File: config.mk
export PLATFORM = sky130hd
export DESIGN_NAME = hyst_predictor
export DESIGN_NICKNAME = d
export VERILOG_FILES = /design/src/rtl/hyst_pkg.sv /design/src/rtl/hyst_index.sv /design/src/rtl/hyst_next.sv /design/src/rtl/hyst_entry.sv /design/src/rtl/hyst_read.sv /design/src/rtl/hyst_predictor.sv
export SDC_FILE = /design/constraint.sdc
export NUM_CORES = 1
export LEC_CHECK = 0
export BUFFER_PORTS_ARGS = -buffer_cell sky130_fd_sc_hd__buf_2
export CAP_MARGIN = 20
export CORE_MARGIN = 2
export CORE_UTILIZATION = 45
export DETAILED_ROUTE_END_ITERATION = 12
export GPL_ROUTABILITY_DRIVEN = 0
export PLACE_DENSITY = 0.72
export SYNTH_ARGS = -nofsm -noshare
export SYNTH_HDL_FRONTEND = slang
export SYNTH_SLANG_ARGS = --single-unit
File: constraint.sdc
create_clock -name clk -period 1.7 [get_ports clk]
set_input_delay 0.085 -clock clk [delete_from_list [all_inputs] [get_ports clk]]
set_output_delay 0.085 -clock clk [all_outputs]
set_load 0.03 [all_outputs]
File: src/rtl/hyst_pkg.sv
package hyst_pkg;

    typedef enum logic [1:0] {
        ST_SNT = 2'b00,
        ST_WNT = 2'b01,
        ST_WT  = 2'b10,
        ST_ST  = 2'b11
    } hyst_state_e;

    localparam hyst_state_e RESET_STATE = ST_SNT;

endpackage

File: src/rtl/hyst_index.sv
module hyst_index #(
    parameter int PC_W = 32,
    parameter int IW   = 6
) (
    input  logic [PC_W-1:0] pc,
    output logic [IW-1:0]   idx
);
    // Byte offset of aligned instructions and all upper bits are dropped.
    assign idx = pc[IW+1:2];

    logic unused_bits;
    assign unused_bits = ^{pc[PC_W-1:IW+2], pc[1:0]};
endmodule

File: src/rtl/hyst_next.sv
module hyst_next
    import hyst_pkg::*;
(
    input  hyst_state_e cur,
    input  logic        taken,
    output hyst_state_e nxt
);
    always_comb begin
        unique case (cur)
            ST_SNT:        nxt = taken ? ST_WNT : ST_SNT;   // SNT_ARM / SNT_HOLD
            ST_WNT, ST_WT: nxt = taken ? ST_ST  : ST_SNT;   // WEAK_PROMOTE / WEAK_DROP
            ST_ST:         nxt = taken ? ST_ST  : ST_WT;    // ST_HOLD / ST_SOFTEN
            default:       nxt = ST_SNT;
        endcase
    end
endmodule

File: src/rtl/hyst_entry.sv
module hyst_entry
    import hyst_pkg::*;
(
    input  logic        clk,
    input  logic        rst_n,
    input  logic        wr_en,
    input  logic        taken,
    output hyst_state_e state
);
    hyst_state_e nxt;

    hyst_next u_next (
        .cur   (state),
        .taken (taken),
        .nxt   (nxt)
    );

    always_ff @(posedge clk or negedge rst_n) begin
        if (!rst_n)
            state <= RESET_STATE;
        else if (wr_en)
            state <= nxt;
    end
endmodule

File: src/rtl/hyst_read.sv
module hyst_read
    import hyst_pkg::*;
#(
    parameter int DEPTH = 64,
    parameter int IW    = 6
) (
    input  logic [DEPTH-1:0][1:0] tbl,
    input  logic [IW-1:0]         idx,
    output logic                  taken
);
    hyst_state_e sel;
    assign sel = hyst_state_e'(tbl[idx]);

    always_comb begin
        unique case (sel)
            ST_SNT, ST_WNT: taken = 1'b0;
            ST_WT,  ST_ST:  taken = 1'b1;
            default:        taken = 1'b0;
        endcase
    end
endmodule

File: src/rtl/hyst_predictor.sv
module hyst_predictor
    import hyst_pkg::*;
#(
    parameter int DEPTH = 64,
    parameter int PC_W  = 32
) (
    input  logic            clk,
    input  logic            rst_n,
    input  logic [PC_W-1:0] lk_pc,
    output logic            lk_taken,
    input  logic            up_valid,
    input  logic [PC_W-1:0] up_pc,
    input  logic            up_taken
);
    localparam int IW = $clog2(DEPTH);

    logic [IW-1:0]         lk_idx;
    logic [IW-1:0]         up_idx;
    logic [DEPTH-1:0][1:0] st_q;

    hyst_index #(.PC_W(PC_W), .IW(IW)) u_lk_idx (.pc(lk_pc), .idx(lk_idx));
    hyst_index #(.PC_W(PC_W), .IW(IW)) u_up_idx (.pc(up_pc), .idx(up_idx));

    for (genvar g = 0; g < DEPTH; g++) begin : g_ent
        logic        wr;
        hyst_state_e s;
        assign wr = up_valid && (up_idx == IW'(g));
        hyst_entry u_ent (
            .clk   (clk),
            .rst_n (rst_n),
            .wr_en (wr),
            .taken (up_taken),
            .state (s)
        );
        assign st_q[g] = s;
    end

    hyst_read #(.DEPTH(DEPTH), .IW(IW)) u_read (
        .tbl   (st_q),
        .idx   (lk_idx),
        .taken (lk_taken)
    );
endmodule

==> metrics.csv <==
stage;metric;value;unit
run_status;run status;finished, violations left;
run_status;failing checks;negative setup slack;
global_route;global route overflow;0;
timing;final hold slack;134;ps
critical_path;Setup Crit Path Kind;register to output port;
logic_synthesis;flip-flop and latch count after synthesis;128;
layout;ratio of cells with drive above 1 in the final layout;0.220;
worst_hold_path;worst hold path class;primary input to register;
logic_synthesis;post-synthesis cell count;827;
drt;via total after detailed routing;6050;
die;area of the core region;0.0178;mm2
logic_synthesis;Synth Area per Inst;9.78;um2
logic_synthesis;share of synthesized area occupied by flip-flops and latches;0.396;
layout;Finished Layout Cells;1176;
timing;RSZ-0062 raised after global routing;yes;
layout;relative area change from synthesis to final layout;20.7;%
layout;flip-flop count of the largest register after layout;128;
layout;commonest non-fill, non-tap cell in the layout;nand2_1;
logic_synthesis;post-synthesis net count;1023;
die;die width;138;um
logic_synthesis;proportion of register bits with asynchronous set or reset after synthesis;1.00;
clock_network;depth of the CTS H-tree;4;
die;total I/O pin count;69;
place;post-placement worst setup slack;-154;ps
critical_path;slowest stage cell, crit path;mux4_1;
drt;Detailed Route WL;17800;um
clock_network;clock tree from TritonCTS;done;
layout;area used by sequential logic in the layout;0.00320;mm2
logic_synthesis;synth warn;0;
drt;number of detailed-routing iterations run before antenna repair;5;
layout;top library cells by usage in the layout, fill and taps aside;nand2_1, inv_1, ha_1, dfrtp_1, buf_4;
drt;drc violations;0;
logic_synthesis;Syn Std Cell Area;0.00809;mm2
timing;share of the clock period used by the worst path after layout;1.30;
logic_synthesis;number of flops mapped to enable cells by yosys;0;
timing;Final Skew;6.37;ps
critical_path;Critical Path Sink Type;output port;
critical_path;critical path's largest stage delay;540;ps
global_route;Total GRT Usage;0.197;
global_route;initial antenna violation count;1;
place;HPWL after detailed placement;12700;um
drt;remaining antenna violation count after routing;0;
clock_network;Root Driver;clkbuf_16;
die;initial core utilization;0.455;
critical_path;Critical Path, Cell by Cell;mux4_1, nor3_1, nor4_1, a211oi_2, a21oi_2, buf_6;
layout;area of the multi-input gates;0.00429;mm2
drt;via-per-instance ratio;5.14;
logic_synthesis;flip-flop cell with the highest count after synthesis;dfrtp_1;
critical_path;peak fanout along the critical path;2;
die;height of the chip;138;um
timing;measured slew at the worst slew-check pin;463;ps
layout;post-route core utilization;0.549;
die;DIE AREA;0.0191;mm2
layout;Fillers;1506;
logic_synthesis;distinct cell type count of the synthesized netlist;29;
clock_network;cts bufs inserted;17;
place;count of input and output buffers;16;
timing;final period demand of the worst path;2210;ps
pwr;overall power after layout;9.00;mW
clock_network;insertion delay to the later sink of the worst-skew pair;420;ps
drt;detailed-route wire length per cell;15.1;um
layout;Final #Nets;1129;
drt;violation count after the first detailed-route iteration;455;
clock_network;Longest Clk Path Bufs;2;
critical_path;Setup crit start kind;register;
global_route;wire length of the first global-routing pass;30200;um
clock_network;clock-pin slew on the worst setup and hold paths;60;ps
timing;max-slew violations;0;
job;Maximum Capacitance Violations;0;
timing;final setup violating endpoints;1;
critical_path;Critical Path RT;1620;ps
clock_network;Sinks on Clock Net;128;
critical_path;crit path DAT;2120;ps
layout;largest register by flop count;g_ent.u_ent.state;
critical_path;internal reg-to-reg setup slack;300;ps
global_route;maximum number of pins on one net before global-route repair;48;
layout;biggest registers after layout;g_ent.u_ent.state: 128 flops;
pwr;leakage power total;4.75;nW
global_route;vias in the first global route;6037;
timing;normalized max-slew margin;0.688;
pwr;total power per unit cell area;922;mW/mm2
pwr;worst vdd ir;0.673;mV
timing;Worst Setup Slack, final;-508;ps
place;number of cells in the design after placement;1139;
timing;final count of hold timing violations;0;
die;number of standard-cell rows in the floorplan;49;
timing;highest clock frequency the design can meet;0.453;GHz
-- path summary, 6_finish.rpt --
path,startpoint,endpoint,depth (start not counted)
max in group asynchronous,rst_n,g_ent[27].u_ent.state[1],3
min in group asynchronous,rst_n,g_ent[17].u_ent.state[1],2
worst min register to register,g_ent[10].u_ent.state[0],g_ent[10].u_ent.state[0],1
worst max register to register,g_ent[46].u_ent.state[1],g_ent[46].u_ent.state[1],8
worst min-delay path,up_taken,g_ent[49].u_ent.state[1],3
worst max-delay path,g_ent[0].u_ent.state[1],lk_taken,6
-- worst max-delay path: cells and delay by family (launching register included) --
family          cells  cell delay [ps]
simple gates        2              310
flops               1              390
compound gates      2              310
buf+inv             1              150
mux                 1              540
-- logic make-up (layout without fill, tap and decap cells) --
family,Yosys count,count (layout),synth area share
compound gates,148,148,0.107
fa+ha+maj,128,128,0.198
other cells,0,1,0
mux,73,73,0.125
simple gates,198,198,0.100
buf+inv,152,271,0.0746
flops,128,128,0.396
-- synthesized netlist by cell type (8+ instances only) --
library cell	number	area (um2)
a21oi_1	65	325
clkbuf_1	14	52.6
dfrtp_1	128	3200
ha_1	128	1600
inv_1	128	480
mux2_2	47	529
mux2i_1	10	100
mux4_2	11	248
nand2_1	132	495
nor2_1	39	146
nor3_1	8	40.0
o21ai_0	34	170
o31ai_1	47	353
-- final cells by class --
type,count,share of cell area
clock buffer,21,0.0482
sequential,128,0.328
inverter,128,0.0492
clock inverter,11,0.0164
multi-input combinational,547,0.439
timing repair buffer,111,0.0895
antenna,1,0.000256
tap,229,0.0294
-- layer usage --
layer,global-route usage,share of wire,up-vias
li1,-,-,2985
met1,0.269,0.47,2918
met2,0.316,0.48,119
met3,0.0384,0.041,28
met4,0.0698,0.018,0
met5,0,0,-
-- timing repair --
action,4_1_cts,5_1_grt
endpoints found under the setup margin,1,1
setup buffers,1,2
endpoints found under the hold margin,87,0
gates resized for setup,5,0
pin swaps,1,1
cloned,0,0
hold buffers,1,0
-- through the flow --
step           instance area [um2]  TNS, ps
2_1_floorplan                 8090        0
3_3_place_gp                  9080     -104
3_5_place_dp                  9080     -154
4_1_cts                       9740     -510
5_1_grt                       9760     -590
6_report                      9760     -508
-- power breakdown --
group / internal, mW / leakage, nW / switching [mW]
combinational: 0.719 / 2.81 / 0.796
clock: 2.55 / 0.309 / 1.35
sequential: 3.36 / 1.64 / 0.222
No activity file was read; power rests on OpenSTA's default activity.
